`src/rtl/isr_pkg.sv`:
```
package isr_pkg;
    localparam int REG_W  = 32;
    localparam int ADDR_W = 3;

    typedef enum logic [ADDR_W-1:0] {
        A_GCTL  = 3'd0,
        A_MASK  = 3'd1,
        A_MSTAT = 3'd2,
        A_RAW   = 3'd3,
        A_CARD  = 3'd4,
        A_DMA   = 3'd5
    } reg_addr_e;

    typedef enum logic {
        CARD_OUT = 1'b0,
        CARD_IN  = 1'b1
    } card_st_e;

    localparam int B_IRQ_EN  = 4;
    localparam int B_INS     = 30;
    localparam int B_REM     = 31;
    localparam int B_PRESENT = 8;
    localparam int B_RXAV    = 17;
    localparam int B_EMPTY   = 2;

    localparam logic [REG_W-1:0] GCTL_RST     = 32'h0000_0300;
    localparam logic [REG_W-1:0] GCTL_SELFCLR = 32'h0000_0007;
endpackage

```
`src/rtl/isr_card_fsm.sv`:
```
module isr_card_fsm
    import isr_pkg::*;
(
    input  logic clk,
    input  logic rst_n,
    input  logic ins,
    input  logic rem,
    output logic present,
    output logic ins_evt,
    output logic rem_evt
);
    card_st_e st_q, st_d;

    // Next-state logic
    always_comb begin
        st_d = st_q;
        unique case (st_q)
            CARD_IN:  if (rem && !ins) st_d = CARD_OUT;   // transition: remove
            CARD_OUT: if (ins && !rem) st_d = CARD_IN;    // transition: insert
            default:  st_d = CARD_IN;
        endcase
    end

    // State register
    always_ff @(posedge clk) begin
        if (!rst_n) st_q <= CARD_IN;
        else        st_q <= st_d;
    end

    // Outputs
    always_comb begin
        present = (st_q == CARD_IN);
        ins_evt = ins && !rem;
        rem_evt = rem && !ins;
    end

    // a lone insert makes the card present, a lone remove makes it absent
    p_insert_present_r6: assert property (@(posedge clk) disable iff (!rst_n)
        (ins && !rem) |=> present);
    p_remove_absent_r6: assert property (@(posedge clk) disable iff (!rst_n)
        (rem && !ins) |=> !present);
endmodule

```
`src/rtl/isr_w1c_bank.sv`:
```
module isr_w1c_bank #(
    parameter int          W        = 32,
    parameter logic [W-1:0] CLR_MASK = '1
) (
    input  logic         clk,
    input  logic         rst_n,
    input  logic [W-1:0] set,
    input  logic [W-1:0] clr,
    input  logic [W-1:0] force_clr,
    output logic [W-1:0] q
);
    localparam logic [W-1:0] KEEP_MASK = ~CLR_MASK;

    logic [W-1:0] q_d;

    always_comb q_d = ((q & ~(clr & CLR_MASK)) | set) & ~force_clr;

    always_ff @(posedge clk) begin
        if (!rst_n) q <= '0;
        else        q <= q_d;
    end

    // a pulsed bit is set in the following cycle unless forced off
    p_set_wins_r4: assert property (@(posedge clk) disable iff (!rst_n)
        |(set & ~force_clr) |=> ((q & $past(set & ~force_clr)) == $past(set & ~force_clr)));

    generate
        if (KEEP_MASK != '0) begin : g_keep
            // protected bits never fall while the block is out of reset
            p_high_sticky_r8: assert property (@(posedge clk) disable iff (!rst_n)
                ((q & $past(q) & KEEP_MASK) == ($past(q) & KEEP_MASK)));
        end
    endgenerate
endmodule

```
`src/rtl/isr_unit.sv`:
```
module isr_unit
    import isr_pkg::*;
(
    input  logic        clk,
    input  logic        rst_n,
    input  logic        reg_wr,
    input  logic [2:0]  reg_addr,
    input  logic [31:0] reg_wdata,
    output logic [31:0] reg_rdata,
    input  logic [31:0] evt_set,
    input  logic [31:0] dma_evt_set,
    input  logic        card_insert,
    input  logic        card_remove,
    input  logic        rx_avail,
    output logic        irq
);
    localparam int DMA_CLR_BITS = 10;
    localparam logic [REG_W-1:0] DMA_CLR_MASK = REG_W'((64'd1 << DMA_CLR_BITS) - 64'd1);
    localparam logic [REG_W-1:0] CARD_BITS    = (REG_W'(1) << B_INS) | (REG_W'(1) << B_REM);

    reg_addr_e addr;
    logic [REG_W-1:0] gctl_q, mask_q, raw_q, dma_q;
    logic [REG_W-1:0] raw_set, raw_clr, raw_force, dma_clr, card_word;
    logic present, ins_evt, rem_evt;

    always_comb addr = reg_addr_e'(reg_addr);

    // Control registers
    always_ff @(posedge clk) begin
        if (!rst_n) begin
            gctl_q <= GCTL_RST;
            mask_q <= '0;
        end else if (reg_wr) begin
            if (addr == A_GCTL) gctl_q <= reg_wdata & ~GCTL_SELFCLR;
            if (addr == A_MASK) mask_q <= reg_wdata;
        end
    end

    isr_card_fsm u_card (
        .clk     (clk),
        .rst_n   (rst_n),
        .ins     (card_insert),
        .rem     (card_remove),
        .present (present),
        .ins_evt (ins_evt),
        .rem_evt (rem_evt)
    );

    // Raw status set / clear sources
    always_comb begin
        raw_set   = (evt_set & ~CARD_BITS)
                  | (REG_W'(ins_evt) << B_INS)
                  | (REG_W'(rem_evt) << B_REM);
        raw_force = (REG_W'(ins_evt) << B_REM) | (REG_W'(rem_evt) << B_INS);
        raw_clr   = (reg_wr && (addr == A_RAW || addr == A_MSTAT)) ? reg_wdata : '0;
        dma_clr   = (reg_wr && addr == A_DMA) ? reg_wdata : '0;
    end

    isr_w1c_bank #(.W(REG_W), .CLR_MASK('1)) u_raw (
        .clk       (clk),
        .rst_n     (rst_n),
        .set       (raw_set),
        .clr       (raw_clr),
        .force_clr (raw_force),
        .q         (raw_q)
    );

    isr_w1c_bank #(.W(REG_W), .CLR_MASK(DMA_CLR_MASK)) u_dma (
        .clk       (clk),
        .rst_n     (rst_n),
        .set       (dma_evt_set),
        .clr       (dma_clr),
        .force_clr ('0),
        .q         (dma_q)
    );

    // Registered interrupt line
    always_ff @(posedge clk) begin
        if (!rst_n) irq <= 1'b0;
        else        irq <= gctl_q[B_IRQ_EN] && (|(raw_q & mask_q));
    end

    // Read mux
    always_comb begin
        card_word = (REG_W'(present) << B_PRESENT)
                  | (rx_avail ? (REG_W'(1) << B_RXAV) : (REG_W'(1) << B_EMPTY));
        unique case (addr)
            A_GCTL:  reg_rdata = gctl_q;
            A_MASK:  reg_rdata = mask_q;
            A_MSTAT: reg_rdata = raw_q & mask_q;
            A_RAW:   reg_rdata = raw_q;
            A_CARD:  reg_rdata = card_word;
            A_DMA:   reg_rdata = dma_q;
            default: reg_rdata = '0;
        endcase
    end

    // the line is only raised under the global enable
    p_irq_needs_enable_r5: assert property (@(posedge clk) disable iff (!rst_n)
        irq |-> $past(gctl_q[B_IRQ_EN]));
    // a pending unmasked bit under enable raises the line next cycle
    p_irq_follows_r5: assert property (@(posedge clk) disable iff (!rst_n)
        (gctl_q[B_IRQ_EN] && |(raw_q & mask_q)) |=> irq);
    // the insert and remove flags are never both set
    p_card_flags_excl_r6: assert property (@(posedge clk) disable iff (!rst_n)
        !(raw_q[B_INS] && raw_q[B_REM]));
    // self-clearing control bits never hold a one
    p_gctl_selfclr_r7: assert property (@(posedge clk) disable iff (!rst_n)
        (gctl_q & GCTL_SELFCLR) == '0);
endmodule

```
`config.mk`:
```
export PLATFORM = sky130hd
export DESIGN_NAME = isr_unit
export DESIGN_NICKNAME = d
export VERILOG_FILES = /design/src/rtl/isr_pkg.sv /design/src/rtl/isr_card_fsm.sv /design/src/rtl/isr_w1c_bank.sv /design/src/rtl/isr_unit.sv
export SDC_FILE = /design/constraint.sdc
export NUM_CORES = 1
export LEC_CHECK = 0
export BUFFER_PORTS_ARGS = -buffer_cell sky130_fd_sc_hd__buf_2
export CAP_MARGIN = 5
export CORE_MARGIN = 2
export CORE_UTILIZATION = 48
export DETAILED_ROUTE_END_ITERATION = 8
export PLACE_DENSITY = 0.76
export SKIP_CTS_REPAIR_TIMING = 1
export SLEW_MARGIN = 20
export SYNTH_ARGS = -nofsm -noshare
export SYNTH_HDL_FRONTEND = slang
export SYNTH_SLANG_ARGS = --single-unit
```
`constraint.sdc`:
```
create_clock -name clk -period 1.85 [get_ports clk]
set_input_delay 0.555 -clock clk [delete_from_list [all_inputs] [get_ports clk]]
set_output_delay 0.555 -clock clk [all_outputs]
set_load 0.01 [all_outputs]
```
# == Yosys cells after proc, flatten, opt, wreduce, memory -nomap -nowiden ==
# Cells that the tools add are included.
# W data, S select, Z words.
# word_totals
register_bits,127
input_bits,105
output_inout_bits,33
wordCells,44
# op_classes
eq_ne,5
mux,7
bitwise_logic,14
reduce_logical,12
# ops
operator,count
$pmux W32 S6,1
$and A32 B32 Y32,4
$not A32 Y32,2
$or A32 B32 Y32,2
$mux W32,1
$not A10 Y32,1
$or A31 B32 Y32,1
$or A32 B31 Y32,1
$reduce_or A32 Y1,1
$or A30 B31 Y31,1
$mux W18,1
$or A9 B18 Y18,1
$mux W10,1
$eq A3 B2 Y1 const B,2
$eq A3 B3 Y1 const B,2
$logic_and A1 B1 Y1,5
$reduce_and A2 Y1,2
$eq A3 B1 Y1 const B,1
$logic_not A3 Y1,1
$logic_not A1 Y1,2
$mux W1,2
$pmux W1 S2,1
$logic_or A1 B1 Y1,1
$not A1 Y1,1

# == Logic depth before layout (Yosys ltp) ==
# depth
depth_word,8
ltp_mapped,7
mapped_depth_nobuf,4

# == Modules after synthesis ==
# A second synthesis with hierarchy kept.
# hier_totals
hier_cells,803
area_unflattened_um2,6478.7
# modules_own_cells
mod,n_inst,cells_each,area_each_um2,seq_area_each_um2
isr_unit,1,557,3882.5,1241.2
isr_w1c_bank (u_raw),1,131,1315.0,640.6
isr_w1c_bank (u_dma),1,109,1232.4,640.6
isr_card_fsm,1,6,48.8,20.0

# == Worst setup path before layout ==
# OpenSTA, ideal clock, no wires.
# synth_path
kind,input -> output
startpoint,input reg_addr[0]
endpoint,output reg_rdata[11]
arrival_time_ps,1456
t_required_ps,1295
slack_ps,-161
path_stages,5
cell_sequence,buf_4 nor2_1 buf_4 a22oi_1 o22ai_1
# synth_between
elab_chain_cells,2
# synth_rtl
element,line,source
from (decl),isr_unit.sv:7,"input logic [2:0] reg_addr,"
$eq A3 B3 Y1 (tied with other cells),isr_unit.sv:87,unique case (addr)
$pmux W32 S6 (*),isr_unit.sv:87,
to (decl),isr_unit.sv:9,"output logic [31:0] reg_rdata,"
# Every way passes the cells marked *; elsewhere a longest branch is shown, timed or not.

# == Final worst setup path ==
# layout_path
startpoint,input reg_addr[2]
endpoint,output reg_rdata[15]
# Same word-level chain as after synthesis.

==> flow_results.org <==
** Final layout
- In the final layout, the multi-input gates occupy 3190 um2.
- Final design area excluding fillers :: 7910 um2
- Layout cell share with drive strength beyond 1 :: 0.335
- Number of inserted filler cells in the final layout :: 897
- Core utilization of the finished layout :: 0.687
- NumNets Final :: ~960
- Post-synthesis to final-layout area growth :: 39.0%
- Register area :: 2550 um2
- The repair_antennas step left the layout with diodes totalling 0.

** GRT
- The total overflow left after global routing is 0.
- The number of global-route vias before repair was 5571.
- GR Util All Layers :: 0.276
- Pin count of the biggest net entering global routing :: 58
- Number of antenna violations at the first check in global routing :: 0
- The first global-routing pass estimated ~28000 um of wire.

** Detailed routing
- Mean routed wirelength per cell :: between 15 and 20 um
- Across all layers, the routed design uses 5837 vias.
- After the first detailed-routing iteration, the DRC count stood at 572.
- Summed over all layers, the routed wires come to 18300 um.
- After detailed routing, the number of remaining DRC violations is 9.
- The count of nets left with antenna violations once routing finished came out at 0.
- Via density per instance :: 5.81
- First-pass iteration count of the detailed router :: 8

** Clock network
- Counting the buffers created by CTS gives 17.
- Depth of the CTS H-tree :: 4
- The clock reaches the later pin of the worst-skew pair after roughly 0.41 ns.
- In this run the deepest clock path goes through 2 buffers.
- Num Clock Sinks :: between 100 and 150
- Cell at the root of the clock tree :: sky130_fd_sc_hd__clkbuf_16
- Clock-pin slew of the registers on the worst-case setup and hold paths :: 0.05 ns
- TritonCTS clock tree :: built

** Die
- The floorplan step set the die width to between 100 and 150 um.
- Total Die Area :: 12700 um2
- The initialized floorplan defines 39 standard-cell rows.
- Area of the placeable core :: 11500 um2
- The initial utilization of the core area, before any placement, comes to 0.494.
- During I/O placement, the number of pins put on the boundary was 138.
- Measured along the y axis, the die boundary spans 113 um.

** Power
- The worst-case IR drop observed on VDD is between 0.0007 and 0.0008 V.
- For this design the static power due to leakage is 3.27 nW.
- P per Cell Area :: 921 nW/um2

** Logic synthesis
- The synthesized design contains about 130 register bits.
- Post-synthesis cell type count :: 32
- During synthesis, Yosys emitted a total of 0 warnings.
- Number of nets produced by synthesis :: 799
- Register area share after synthesis :: 0.447
- Each instance of the synthesized netlist takes up on average around 8.2 um2.
- Synth Cell Area :: 5690 um2
- In the synthesized netlist, the number of instances is 694.

** Place
- Worst setup slack after placement :: -0.328 ns
- Port Buf Inserts :: 135
- At the end of routability-driven placement, the weighted congestion stood at 0.867.
- DPL Wire Length :: 12800 um
- Summing all placed instances gives a cell area of between 6000 and 7000 um2.

** Setup path
- STA classifies the critical path startpoint as an input pin.
- Element type at the critical path end :: output pin
- For the worst setup path, the data arrival time is 1.58 ns.
- The critical path is of the in -> out type.
- STA puts the critical path data required time at 1.29 ns.
- Along the worst path, the maximum fanout reaches 7.

** STA
- For the final database, setup skew stands at 0.00522 ns.
- At the pin with the least slew margin, the transition time is 0.491 ns.
- Setup repair after global routing could not meet its margin everywhere.
- Based on the critical path, the design can be clocked at up to between 400 and 500 MHz.
- The number of pins with negative max-slew slack in the final report came to 0.
- The worst pin sits at a relative slew slack of 0.672.
- In the finished design, the share of the clock period the worst path needs comes to 1.15.
- Setup violations remaining at the end of the flow were counted as 32.
- Tmin final :: roughly 2.1 ns
- In the post-route analysis, the smallest setup slack over all paths is -0.282 ns.
- Across all hold checks on the routed design, the worst slack comes to 0.331 ns.
- Hold Fails Final Rpt :: 0

** Hold path
- Type of the worst min-delay path :: in -> reg

** Job
- Across the run, the number of max-cap violations was 0.

** Run status
- Failing checks :: design-rule violations, negative setup slack
- Status :: finished, violations left
## worst max-delay path, cell delays in order
cell and delay [ns]:
sky130_fd_sc_hd__buf_12 0.11, sky130_fd_sc_hd__buf_6 0.11, sky130_fd_sc_hd__nor2_4 0.21, sky130_fd_sc_hd__clkbuf_16 0.20, sky130_fd_sc_hd__a22oi_2 0.06, sky130_fd_sc_hd__o22ai_2 0.17
sky130_fd_sc_hd__buf_2 0.15
## final timing paths
check / from / endpoint / slack (ns) / depth (start not counted)
setup reg to reg: u_raw.q[31] / irq / 0.16 / 4
hold / removal: dma_evt_set[25] / u_dma.q[25] / 0.33 / 2
hold reg to reg: u_dma.q[26] / u_dma.q[26] / 0.46 / 1
setup / recovery: reg_addr[2] / reg_rdata[15] / -0.28 / 7
## Yosys cell counts, drive strengths merged
cell type / instances / area share
nand3: 4 / 0.0035
o221ai: 12 / 0.018
o21ai: 3 / 0.0026
nor2: 6 / 0.0066
nand2: 206 / 0.14
nand4: 3 / 0.0033
mux2: 2 / 0.0040
a22oi: 43 / 0.057
o22ai: 18 / 0.020
buf: 30 / 0.031
o211a: 2 / 0.0035
o311a: 1 / 0.0018
or2: 1 / 0.0015
a21oi: 46 / 0.040
nand2b: 5 / 0.0055
dfxtp: 127 / 0.45
inv: 13 / 0.0086
a21boi: 71 / 0.095
xnor2: 1 / 0.0015
clkbuf: 23 / 0.015
and2: 3 / 0.0033
nor2b: 20 / 0.022
a22o: 4 / 0.0062
o21a: 44 / 0.058
a221oi: 4 / 0.0062
and3b: 2 / 0.0031
## metal layers
| metal | vias to the layer above | track usage | share of wire |
|---|---|---|---|
| met5 | - | 0 | 0 |
| met4 | 0 | 0.0935 | 0.025 |
| met3 | 45 | 0.0702 | 0.084 |
| met2 | 297 | 0.463 | 0.49 |
| met1 | 2767 | 0.347 | 0.40 |
| li1 | 2728 | - | - |
## cells in the final DEF, fill, tap and decap left out, drive strengths merged, types with 5 or more instances in the layout
cell type | Yosys | routed
o22ai | 18 | 18
dfxtp | 127 | 127
inv | 13 | 13
buf | 30 | 186
nand2 | 206 | 206
a22oi | 43 | 43
a21boi | 71 | 71
clkbuf | 23 | 28
nor2b | 20 | 20
a21oi | 46 | 46
o221ai | 12 | 12
o21a | 44 | 44
nor2 | 6 | 6
nand2b | 5 | 5
## kinds of logic (layout without fill, tap and decap cells)
group	after synthesis	in the layout	share of synthesized area
compound gates	248	248	0.309
xor+xnor	1	1	0.00154
buf+inv	66	233	0.0545
flops	127	127	0.447
mux	2	2	0.00396
simple gates	250	251	0.185
## final cells by class
cell class / instances / area share
Clock inverter: 6 / 0.0133
Clock buffer: 25 / 0.0626
Sequential cell: 127 / 0.322
Inverter: 13 / 0.00617
Tap cell: 143 / 0.0226
Multi-Input combinational cell: 502 / 0.403
Timing Repair Buffer: 189 / 0.171
## sequential cells by signal (all words and copies together), names as in the netlist
| signal | flops |
|---|---|
| mask_q | 32 |
| u_dma.q | 32 |
| u_raw.q | 32 |
| gctl_q | 29 |
| irq | 1 |
| u_card.present | 1 |
## report_power, final
group          internal, W  total (W)  switching [W]
Clock              0.00225    0.00338        0.00113
Sequential         0.00287    0.00299       0.000119
Combinational     0.000450   0.000921       0.000471
## through the flow
| stage | std cells | power, W | setup TNS [ns] |
|---|---|---|---|
| after global routing | 1005 | 0.00753 | -7.25 |
| after detailed placement | 966 | 0.00385 | -10.83 |
| after CTS | 997 | 0.00720 | -8.60 |
| after floorplan | 694 | 0.00347 | -0.561 |
| after global placement | 966 | 0.00381 | -9.18 |
| final | 1005 | 0.00729 | -6.11 |
Note: power is estimated with default switching activity, not from simulation.
